## src/rtl/dcache_pkg.sv

```systemverilog
package dcache_pkg;
   typedef enum logic [1:0] {
      ST_LOOKUP = 2'd0,
      ST_WRBACK = 2'd1,
      ST_FILL   = 2'd2,
      ST_DONE   = 2'd3
   } cstate_e;
endpackage

```

## src/rtl/dcache_tags.sv

```systemverilog
module dcache_tags #(
   parameter int SETS  = 16,
   parameter int TAG_W = 24,
   parameter int IDX_W = 4
) (
   input  logic             clk,
   input  logic             rst_n,
   input  logic [IDX_W-1:0] rd_idx,
   output logic             rd_valid,
   output logic             rd_dirty,
   output logic [TAG_W-1:0] rd_tag,
   input  logic             fill_we,
   input  logic [TAG_W-1:0] fill_tag,
   input  logic             dirty_set
);
   logic [SETS-1:0]  valid_q;
   logic [SETS-1:0]  dirty_q;
   logic [TAG_W-1:0] tag_q [SETS];

   assign rd_valid = valid_q[rd_idx];
   assign rd_dirty = dirty_q[rd_idx];
   assign rd_tag   = tag_q[rd_idx];

   always_ff @(posedge clk) begin
      if (!rst_n) begin
         valid_q <= '0;
         dirty_q <= '0;
      end else begin
         if (fill_we) begin
            valid_q[rd_idx] <= 1'b1;
            dirty_q[rd_idx] <= 1'b0;
         end else if (dirty_set) begin
            dirty_q[rd_idx] <= 1'b1;
         end
      end
   end

   always_ff @(posedge clk) begin
      if (fill_we) tag_q[rd_idx] <= fill_tag;
   end

   AST_FILL_CLEAN: assert property (@(posedge clk) disable iff (!rst_n)
      fill_we |=> (valid_q[$past(rd_idx)] && !dirty_q[$past(rd_idx)]));
   AST_ONE_TAG_WRITE: assert property (@(posedge clk) disable iff (!rst_n)
      !(fill_we && dirty_set));
endmodule

```

## src/rtl/dcache_data.sv

```systemverilog
module dcache_data #(
   parameter int SETS   = 16,
   parameter int WORDS  = 4,
   parameter int IDX_W  = 4,
   parameter int BEAT_W = 2
) (
   input  logic              clk,
   input  logic [IDX_W-1:0]  idx,
   input  logic [BEAT_W-1:0] rd_word,
   output logic [31:0]       rd_data,
   input  logic              we,
   input  logic [BEAT_W-1:0] wr_word,
   input  logic [3:0]        be,
   input  logic [31:0]       wdata
);
   localparam int DEPTH  = SETS * WORDS;
   localparam int FLAT_W = $clog2(DEPTH);

   logic [31:0]       mem_q [DEPTH];
   logic [FLAT_W-1:0] rd_flat;
   logic [FLAT_W-1:0] wr_flat;

   generate
      if (WORDS == 1) begin : g_single
         assign rd_flat = idx;
         assign wr_flat = idx;
      end else begin : g_multi
         assign rd_flat = {idx, rd_word};
         assign wr_flat = {idx, wr_word};
      end
   endgenerate

   assign rd_data = mem_q[rd_flat];

   always_ff @(posedge clk) begin
      if (we) begin
         for (int b = 0; b < 4; b++) begin
            if (be[b]) mem_q[wr_flat][8*b +: 8] <= wdata[8*b +: 8];
         end
      end
   end

   AST_WRITE_ENABLES: assert property (@(posedge clk)
      we |-> (be != 4'b0000));
endmodule

```

## src/rtl/dcache_ctrl.sv

```systemverilog
module dcache_ctrl
   import dcache_pkg::*;
#(
   parameter int WORDS  = 4,
   parameter int BEAT_W = 2
) (
   input  logic              clk,
   input  logic              rst_n,
   input  logic              cpu_req,
   input  logic              cpu_we,
   input  logic              hit,
   input  logic              victim_dirty,
   input  logic              mem_ready,
   output cstate_e           state,
   output logic [BEAT_W-1:0] beat,
   output logic              last_beat,
   output logic              cpu_ready,
   output logic              mem_req,
   output logic              mem_we,
   output logic              tag_fill,
   output logic              data_we,
   output logic              from_mem,
   output logic              dirty_set
);
   cstate_e           state_q, state_d;
   logic [BEAT_W-1:0] beat_q, beat_d;
   logic              xfer;
   logic              hit_now;

   assign state     = state_q;
   assign beat      = beat_q;
   assign last_beat = (beat_q == BEAT_W'(WORDS - 1));
   assign mem_req   = (state_q == ST_WRBACK) || (state_q == ST_FILL);
   assign mem_we    = (state_q == ST_WRBACK);
   assign xfer      = mem_req && mem_ready;
   assign hit_now   = (state_q == ST_LOOKUP) && cpu_req && hit;
   assign cpu_ready = hit_now || (state_q == ST_DONE);
   assign from_mem  = (state_q == ST_FILL);
   assign tag_fill  = from_mem && xfer && last_beat;
   assign dirty_set = cpu_we && (hit_now || (state_q == ST_DONE));
   assign data_we   = dirty_set || (from_mem && xfer);

   always_comb begin
      state_d = state_q;
      beat_d  = beat_q;
      unique case (state_q)
         ST_LOOKUP: begin
            beat_d = '0;
            if (cpu_req && !hit) state_d = victim_dirty ? ST_WRBACK : ST_FILL;
         end
         ST_WRBACK: if (xfer) begin
            beat_d = last_beat ? '0 : beat_q + 1'b1;
            if (last_beat) state_d = ST_FILL;
         end
         ST_FILL: if (xfer) begin
            beat_d = last_beat ? '0 : beat_q + 1'b1;
            if (last_beat) state_d = ST_DONE;
         end
         ST_DONE: state_d = ST_LOOKUP;
         default: state_d = ST_LOOKUP;
      endcase
   end

   always_ff @(posedge clk) begin
      if (!rst_n) begin
         state_q <= ST_LOOKUP;
         beat_q  <= '0;
      end else begin
         state_q <= state_d;
         beat_q  <= beat_d;
      end
   end

   AST_DONE_AFTER_FILL: assert property (@(posedge clk) disable iff (!rst_n)
      (state_q == ST_DONE) |-> ($past(state_q) == ST_FILL));
   AST_WB_COMPLETE: assert property (@(posedge clk) disable iff (!rst_n)
      (state_q == ST_FILL && $past(state_q) == ST_WRBACK) |-> $past(last_beat && mem_ready));
   AST_IDLE_QUIET: assert property (@(posedge clk) disable iff (!rst_n)
      !cpu_req |-> !cpu_ready || (state_q == ST_DONE));
endmodule

```

## src/rtl/dcache_wbwa.sv

```systemverilog
module dcache_wbwa
   import dcache_pkg::*;
#(
   parameter int ADDR_W     = 32,
   parameter int LINE_BYTES = 16,
   parameter int SETS       = 16
) (
   input  logic              clk,
   input  logic              rst_n,
   input  logic              cpu_req,
   input  logic              cpu_we,
   input  logic [ADDR_W-1:0] cpu_addr,
   input  logic [3:0]        cpu_be,
   input  logic [31:0]       cpu_wdata,
   output logic [31:0]       cpu_rdata,
   output logic              cpu_ready,
   output logic              mem_req,
   output logic              mem_we,
   output logic [ADDR_W-1:0] mem_addr,
   output logic [31:0]       mem_wdata,
   input  logic [31:0]       mem_rdata,
   input  logic              mem_ready
);
   localparam int WORDS  = LINE_BYTES / 4;
   localparam int OFF_W  = $clog2(LINE_BYTES);
   localparam int BEAT_W = (WORDS > 1) ? $clog2(WORDS) : 1;
   localparam int IDX_W  = $clog2(SETS);
   localparam int TAG_W  = ADDR_W - IDX_W - OFF_W;

   generate
      if (!(LINE_BYTES == 4 || LINE_BYTES == 16 || LINE_BYTES == 32)) begin : g_bad_line
         $error("LINE_BYTES must be 4, 16 or 32");
      end
      if (SETS < 2 || (1 << IDX_W) != SETS) begin : g_bad_sets
         $error("SETS must be a power of two of at least 2");
      end
      if (TAG_W < 1) begin : g_bad_addr
         $error("ADDR_W too small for the cache geometry");
      end
   endgenerate

   cstate_e           state;
   logic [BEAT_W-1:0] beat;
   logic              last_beat;
   logic [IDX_W-1:0]  req_idx;
   logic [TAG_W-1:0]  req_tag;
   logic [BEAT_W-1:0] req_word;
   logic              set_valid, set_dirty;
   logic [TAG_W-1:0]  set_tag;
   logic              hit;
   logic              tag_fill, data_we, from_mem, dirty_set;
   logic [31:0]       rd_data;
   logic [TAG_W-1:0]  line_tag;

   assign req_idx = cpu_addr[OFF_W +: IDX_W];
   assign req_tag = cpu_addr[ADDR_W-1 -: TAG_W];

   generate
      if (WORDS == 1) begin : g_word1
         assign req_word = '0;
         assign mem_addr = {line_tag, req_idx, 2'b00};
      end else begin : g_wordn
         assign req_word = cpu_addr[OFF_W-1:2];
         assign mem_addr = {line_tag, req_idx, beat, 2'b00};
      end
   endgenerate

   assign hit       = set_valid && (set_tag == req_tag);
   assign line_tag  = (state == ST_WRBACK) ? set_tag : req_tag;
   assign mem_wdata = rd_data;
   assign cpu_rdata = rd_data;

   dcache_ctrl #(.WORDS(WORDS), .BEAT_W(BEAT_W)) u_ctrl (
      .clk          (clk),
      .rst_n        (rst_n),
      .cpu_req      (cpu_req),
      .cpu_we       (cpu_we),
      .hit          (hit),
      .victim_dirty (set_valid && set_dirty),
      .mem_ready    (mem_ready),
      .state        (state),
      .beat         (beat),
      .last_beat    (last_beat),
      .cpu_ready    (cpu_ready),
      .mem_req      (mem_req),
      .mem_we       (mem_we),
      .tag_fill     (tag_fill),
      .data_we      (data_we),
      .from_mem     (from_mem),
      .dirty_set    (dirty_set)
   );

   dcache_tags #(.SETS(SETS), .TAG_W(TAG_W), .IDX_W(IDX_W)) u_tags (
      .clk       (clk),
      .rst_n     (rst_n),
      .rd_idx    (req_idx),
      .rd_valid  (set_valid),
      .rd_dirty  (set_dirty),
      .rd_tag    (set_tag),
      .fill_we   (tag_fill),
      .fill_tag  (req_tag),
      .dirty_set (dirty_set)
   );

   dcache_data #(.SETS(SETS), .WORDS(WORDS), .IDX_W(IDX_W), .BEAT_W(BEAT_W)) u_data (
      .clk     (clk),
      .idx     (req_idx),
      .rd_word ((state == ST_WRBACK) ? beat : req_word),
      .rd_data (rd_data),
      .we      (data_we),
      .wr_word (from_mem ? beat : req_word),
      .be      (from_mem ? 4'hF : cpu_be),
      .wdata   (from_mem ? mem_rdata : cpu_wdata)
   );

   AST_HOLD_XFER: assert property (@(posedge clk) disable iff (!rst_n)
      (mem_req && !mem_ready) |=> (mem_req && $stable(mem_addr) && $stable(mem_we)));
   AST_BEAT_STEP: assert property (@(posedge clk) disable iff (!rst_n)
      (mem_req && mem_ready && !last_beat) |=> (mem_req && mem_addr == $past(mem_addr) + ADDR_W'(4)));
   AST_HIT_NO_MEM: assert property (@(posedge clk) disable iff (!rst_n)
      (cpu_req && cpu_ready && !$past(mem_req)) |-> !mem_req);
endmodule

```

## config.mk

```make
export PLATFORM = sky130hd
export DESIGN_NAME = dcache_wbwa
export DESIGN_NICKNAME = d
export VERILOG_FILES = /design/src/rtl/dcache_pkg.sv /design/src/rtl/dcache_tags.sv /design/src/rtl/dcache_data.sv /design/src/rtl/dcache_ctrl.sv /design/src/rtl/dcache_wbwa.sv
export SDC_FILE = /design/constraint.sdc
export NUM_CORES = 2
export LEC_CHECK = 0
export ABC_CLOCK_PERIOD_IN_PS = 6700
export BUFFER_PORTS_ARGS = -buffer_cell sky130_fd_sc_hd__clkbuf_2
export CAP_MARGIN = 25
export CORE_MARGIN = 2
export CORE_UTILIZATION = 40
export DETAILED_ROUTE_END_ITERATION = 8
export PLACE_DENSITY = 0.58
export RECOVER_POWER = 25
export SLEW_MARGIN = 30
export SYNTH_ARGS = -nofsm -noshare
export SYNTH_HDL_FRONTEND = slang
export SYNTH_SLANG_ARGS = --single-unit
export TNS_END_PERCENT = 30
```

## constraint.sdc

```tcl
create_clock -name clk -period 6.7 [get_ports clk]
set_input_delay 1.005 -clock clk [delete_from_list [all_inputs] [get_ports clk]]
set_output_delay 1.005 -clock clk [all_outputs]
set_load 0.02 [all_outputs]
```

* Word-level counts from Yosys, hierarchy flattened *
Memory sizes are Yosys's and may differ from the RTL's.
Cells that the tools add are included.
Widths: inputs -> output; s select.

storage, ports and cells
  register bits after elaboration = 36
  bits in latches = 0
  RAM bits = 2432
  ROM bits = 0
  input port bits = 105
  output and inout port bits = 99
  word-level logic and storage cells = 81
  memories = 2

cells by class
  add/subtract/negate cells = 1
  multipliers = 0
  div/mod/pow operators = 0
  magnitude comparators = 2
  equal/unequal tests = 11
  shift-type cells = 0
  muxes and demuxes = 37
  bitwise logic cells = 4
  reduce and logical (&&, ||, !) cells = 20

memory list
  memory        words  width  read ports  clocked after Yosys merged registers in  write ports  line               text
  u_data.mem_q  64     32     1           0                                        1            dcache_data.sv:19  logic [31:0] mem_q [DEPTH];
  u_tags.tag_q  16     24     1           0                                        1            dcache_tags.sv:18  logic [TAG_W-1:0] tag_q [SETS];

operator list
  operator             number
  $mux 16              2
  $mux 32              1
  $or 16x16->16        2
  $eq 24x24->1         1
  $mux 24              1
  $mux 2               10
  $mux 1               17
  $and 16x16->16       1
  $not 16->16          1
  $logic_and 1x1->1    10
  $ne 2x1->1 const B   5
  $bmux 1 s4           2
  $pmux 2 s4           1
  $eq 2x2->1 const B   3
  $lt 4x5->1 const B   1
  $reduce_and 5->1     1
  $demux 1 s4          1
  $ge 4x1->1 const B   1
  $mux 4               1
  $pmux 2 s2           1
  $reduce_bool 2->1    2
  $logic_or 1x1->1     3
  $add 2x1->2 const B  1
  $eq 2x1->1 const B   1
  other kinds (5)      5

* Depth between registers and ports, before layout *
  depth in word-level cells = 9
  depth in mapped cells = 15
  gate-level depth less buffers = 10

* Modules after synthesis *
Synthesis repeated with hierarchy kept, for this count alone.

second synthesis, totals
  cells, all modules = 4456
  area, all modules = 96537.6 µm²

by module, submodules not included
  module       times used  cells each  area each (µm²)  seq. area each (µm²)
  dcache_data  1           3559        79070.8          61499.0
  dcache_tags  1           719         15847.7          12171.7
  dcache_wbwa  1           145         1313.8           0.0
  dcache_ctrl  1           33          305.3            80.1

* Least setup slack after synthesis *
Ideal clock, no wire load.

  path type = input-to-output
  from = input port cpu_addr[2]
  to = output port mem_wdata[16]
  data arrival time = 4354 ps
  data required time = 5695 ps
  path slack = 1341 ps
  cell stages on the path = 9
  path buffers = 5
  cell sequence = mux2i_1 > clkbuf_1 > buf_2 > buf_1 > buf_1 > mux4_2 > a221oi_1 > o311ai_0 > buf_4

between the ends
  longest elaborated chain between the ends = 2

RTL lines
  item           line                text
  from (decl)    dcache_wbwa.sv:12   input logic [ADDR_W-1:0] cpu_addr,
  $mux 2         dcache_wbwa.sv:108  .rd_word ((state == ST_WRBACK) ? beat : req_word),
  $mem_v2 64x32  --
  to (decl)      dcache_wbwa.sv:20   output logic [31:0] mem_wdata,

No other way between the ends.

* Final worst setup path *
  from = register u_ctrl.state_q[1], in the netlist u_ctrl.state[1]
  to = output port cpu_rdata[11]

between the ends
  longest elaborated chain between the ends = 3

RTL lines
  item                    line                text
  from (decl)             dcache_ctrl.sv:25   cstate_e state_q, state_d;
  from (signal assigned)  dcache_ctrl.sv:69   state_q <= state_d;
  $eq 2x1->1              dcache_wbwa.sv:108
  $mux 2                  dcache_wbwa.sv:108
  $mem_v2 64x32           --
  to (decl)               dcache_wbwa.sv:15   output logic [31:0] cpu_rdata,

No other way between the ends.

==> results.toml <==
[drt]
route.top_layer_used = "met5"
postRouteWirelength_mm = 274
post_drt_wl_per_cell_um = 31.8
drt.antenna.violating_nets = 0
routed-via-count = 50500
met2RoutedLength_mm = 128
drt_first_pass_iters = 9
wl_met3_mm = 24.7
drcViolationCount = 1
vias_per_cell = 5.85
detail_route.iter0.violations = 6628
met1_length_mm = 114

[final_layout]
final_layout_size_suffix_gt1_share_pct = 33.0
layout_common_cells = "sky130_fd_sc_hd__edfxtp_1, sky130_fd_sc_hd__mux4_2, sky130_fd_sc_hd__buf_4"
most_common_cell_after_layout_fill_and_taps_aside = "sky130_fd_sc_hd__edfxtp_1"
nNetsFinal = 5322
post_route_standard_cell_area_excluding_fillers_um2 = 113000
synthToLayoutAreaGrowth_pct = 15.7
filler_cell_count = 20400

[clock_network]
clock_tree.htree_level_count = 4
hold_buffer_count_at_cts = 0
clock_tree_from_tritoncts = "yes"
clkLatencyLatePin_ns = 0.90
cts_repair_resize_count = 0
clock_buffer_count_from_cts = 238
clockBufferDepth = 3
reg_clk_slew_reported_paths_ns = 0.06
cts_post_setup_buffers_inserted = 0
cts_root_buf = "sky130_fd_sc_hd__clkbuf_16"
cts.sink_count = 2468

[logic_synthesis]
synth_area_um2 = 97900
avgSynthCellArea_um2 = 21.1
register_bit_count_reported_by_yosys = 2468
synthDistinctLibCells = 71
post_synth_inst_count = 4652
synth_seq_area_share_pct = 75.3
synth_edf_count = 2432
synthXorXnorAreaFrac_pct = 0.179
post_synth_arst_share_pct = 0
synthesis.yosys.warnings = 0
synthSimpleGateAreaFrac_pct = 2.90
synth_top_family_by_area = "multiplexers"
post_synth_fa_ha_maj_area_fraction_pct = 0.0767
postSynth.topFlopCell = "sky130_fd_sc_hd__edfxtp_1"
synth_area_in_compound_gates_pct = 2.54
synth_mux_area_share_pct = 17.3

[critical_path]
cp_cell_sequence = "inv_1 > ha_2 > mux2i_4 > buf_12 > buf_12 > buf_4 > mux4_2 > mux2i_1 > o21ai_0 > a221oi_1 > o21ai_0 > clkbuf_2"
top_delay_family_on_crit_path = "multiplexers"
worstPathArrival_ns = 5.45
critPathKind = "register to output pin"
startpoint_type = "register"
required_ns = 5.69
number_of_buffers_and_inverters_on_the_critical_path = 5
cp_slowest_cell = "sky130_fd_sc_hd__mux2i_4"
crit_path_max_fanout = 38
end_kind = "output pin"
slowest_delay_ns = 0.63

[power_and_ir_drop]
vdd_drop_max_v = 0.000432
total_leakage_power_nw = 36.0
p_per_area_nw_per_um2 = 314

[grt]
gr-total-overflow = 0
grt_pass1_vias = 49800
grt_start_max_net_pins = 125
grt_antenna_before_repair = 22
globalRouteTotalUtil_pct = 21.8
grt_first_pass_wirelength_mm = 383

[run]
drv.max_cap_violation_count = 6

[placed_design]
buffer_ports.inserted = 199
dp_hpwl_mm = 169
place_area_um2 = 106000
globalplace.congestion = 0.810

[floorplan]
dieArea_um2 = 249000
fp.dieH_um = 499
die_width_um = 499
rows = 181
boundaryPins = 204
initial_core_util_pct = 40.3
core_region_area_um2 = 243000

[timing]
min_period_ns = 6.46
relSlewSlack_pct = -111
worst_pin_slew_ns = 3.17
slew_viol_final = 372
fmaxAchievable_ghz = 0.155
final-hold-violation-count = 0
tns_ns = 0
layout_worst_path_cycle_share_pct = 96.4
setup_repair_after_global_routing_missed_its_margin = "false"
finalClockSkew_ns = 0.0926
report.final.setup_viol = 0

[status]
violations = "DRC, capacitance limit, slew limit"
outcome = "finished with violations"

[worst_hold_path]
hp-class = "register to register"
## stage by stage
step                instances  setup WS, ns  power, mW  hold slack (ns)  util (%)
finish                   8631         0.242       35.5            0.467      46.6
global route             8624        0.0320       36.6            0.482      46.6
CTS                      8621         0.175       35.7            0.464      46.6
detailed placement       8172         0.762       22.5            0.450      43.4
global placement         8172         0.873       22.4            0.441      43.4
floorplan                4653          1.34       20.6            0.435         -
## kinds of logic after synthesis
logic type      Yosys count
compound gates          345
xor+xnor                 20
fa+ha+maj                 6
buf+inv                 367
flops                  2468
mux                     854
other cells               1
simple gates            591
## registers in the layout, summed over array words and instances, names as in the netlist, named ones only
register and flops:
u_ctrl.beat 2, u_ctrl.state 2, u_data.mem_q 2048, u_tags.tag_q 384, u_tags.valid_q 16
## power by group
group	leakage (nW)	internal [mW]	total (mW)	switching (mW)
logic	10.0	1.22	4.17	2.94
clock network	3.79	7.48	13.4	5.90
registers	22.1	18.0	18.0	0.0175
total	36.0	26.7	35.5	8.86
## per-layer routing
| layer | track usage [%] | up-vias |
|---|---|---|
| li1 | - | 20700 |
| met1 | 31.3 | 27100 |
| met3 | 4.66 | 413 |
| met4 | 6.26 | 26 |
| met2 | 33.5 | 2336 |
| met5 | 0 | - |
## Yosys cell counts, types with 18 or more instances
library cell,count,area (um2)
sky130_fd_sc_hd__clkbuf_1,146,548
sky130_fd_sc_hd__dfxtp_1,36,721
sky130_fd_sc_hd__nor3_1,285,1430
sky130_fd_sc_hd__buf_2,73,365
sky130_fd_sc_hd__a22oi_1,52,390
sky130_fd_sc_hd__a21oi_1,54,270
sky130_fd_sc_hd__inv_1,26,97.6
sky130_fd_sc_hd__buf_1,69,259
sky130_fd_sc_hd__edfxtp_1,2432,73000
sky130_fd_sc_hd__a221oi_1,23,201
sky130_fd_sc_hd__o21a_1,18,135
sky130_fd_sc_hd__xnor2_1,19,166
sky130_fd_sc_hd__buf_4,48,360
sky130_fd_sc_hd__nor2_1,71,267
sky130_fd_sc_hd__a22o_1,37,324
sky130_fd_sc_hd__mux2i_1,107,1070
sky130_fd_sc_hd__nor2b_1,26,163
sky130_fd_sc_hd__mux4_2,661,14900
sky130_fd_sc_hd__mux2_2,83,935
sky130_fd_sc_hd__o21ai_0,57,285
sky130_fd_sc_hd__nand2_1,143,537
## worst paths after layout
path                                          to                            from  slack, ns  cells past startpoint
setup / recovery                   cpu_rdata[11]    u_ctrl.state[1]$_SDFFE_PN0P_       0.24                     12
hold / removal    u_tags.valid_q[7]$_SDFFE_PN0P_  u_tags.valid_q[7]$_SDFFE_PN0P_       0.47                      1
setup reg to reg   u_data.mem_q[51][5]$_DFFE_PP_    u_ctrl.state[0]$_SDFFE_PN0P_       0.61                      4
hold reg to reg   u_tags.valid_q[7]$_SDFFE_PN0P_  u_tags.valid_q[7]$_SDFFE_PN0P_       0.47                      1
## worst reg2reg max path, delay by kind of cell (launching register included)
family / cells / cell delay [ns]
adders and majority gates: 1 / 2.33
DFF: 1 / 0.35
buffers and inverters: 2 / 2.09
muxes: 1 / 0.55
## layout make-up
| cell class | instances | area (um2) | share of cell area [%] |
|---|---|---|---|
| Timing Repair Buffer | 658 | 4760 | 4.20 |
| Antenna cell | 9 | 22.5 | 0.0199 |
| Multi-Input combinational cell | 1818 | 22900 | 20.2 |
| Clock inverter | 155 | 1560 | 1.38 |
| Clock buffer | 294 | 6210 | 5.48 |
| Inverter | 27 | 103 | 0.0905 |
| Sequential cell | 2468 | 73800 | 65.1 |
| Tap cell | 3202 | 4010 | 3.54 |
Note: power is estimated with default switching activity, not from simulation.
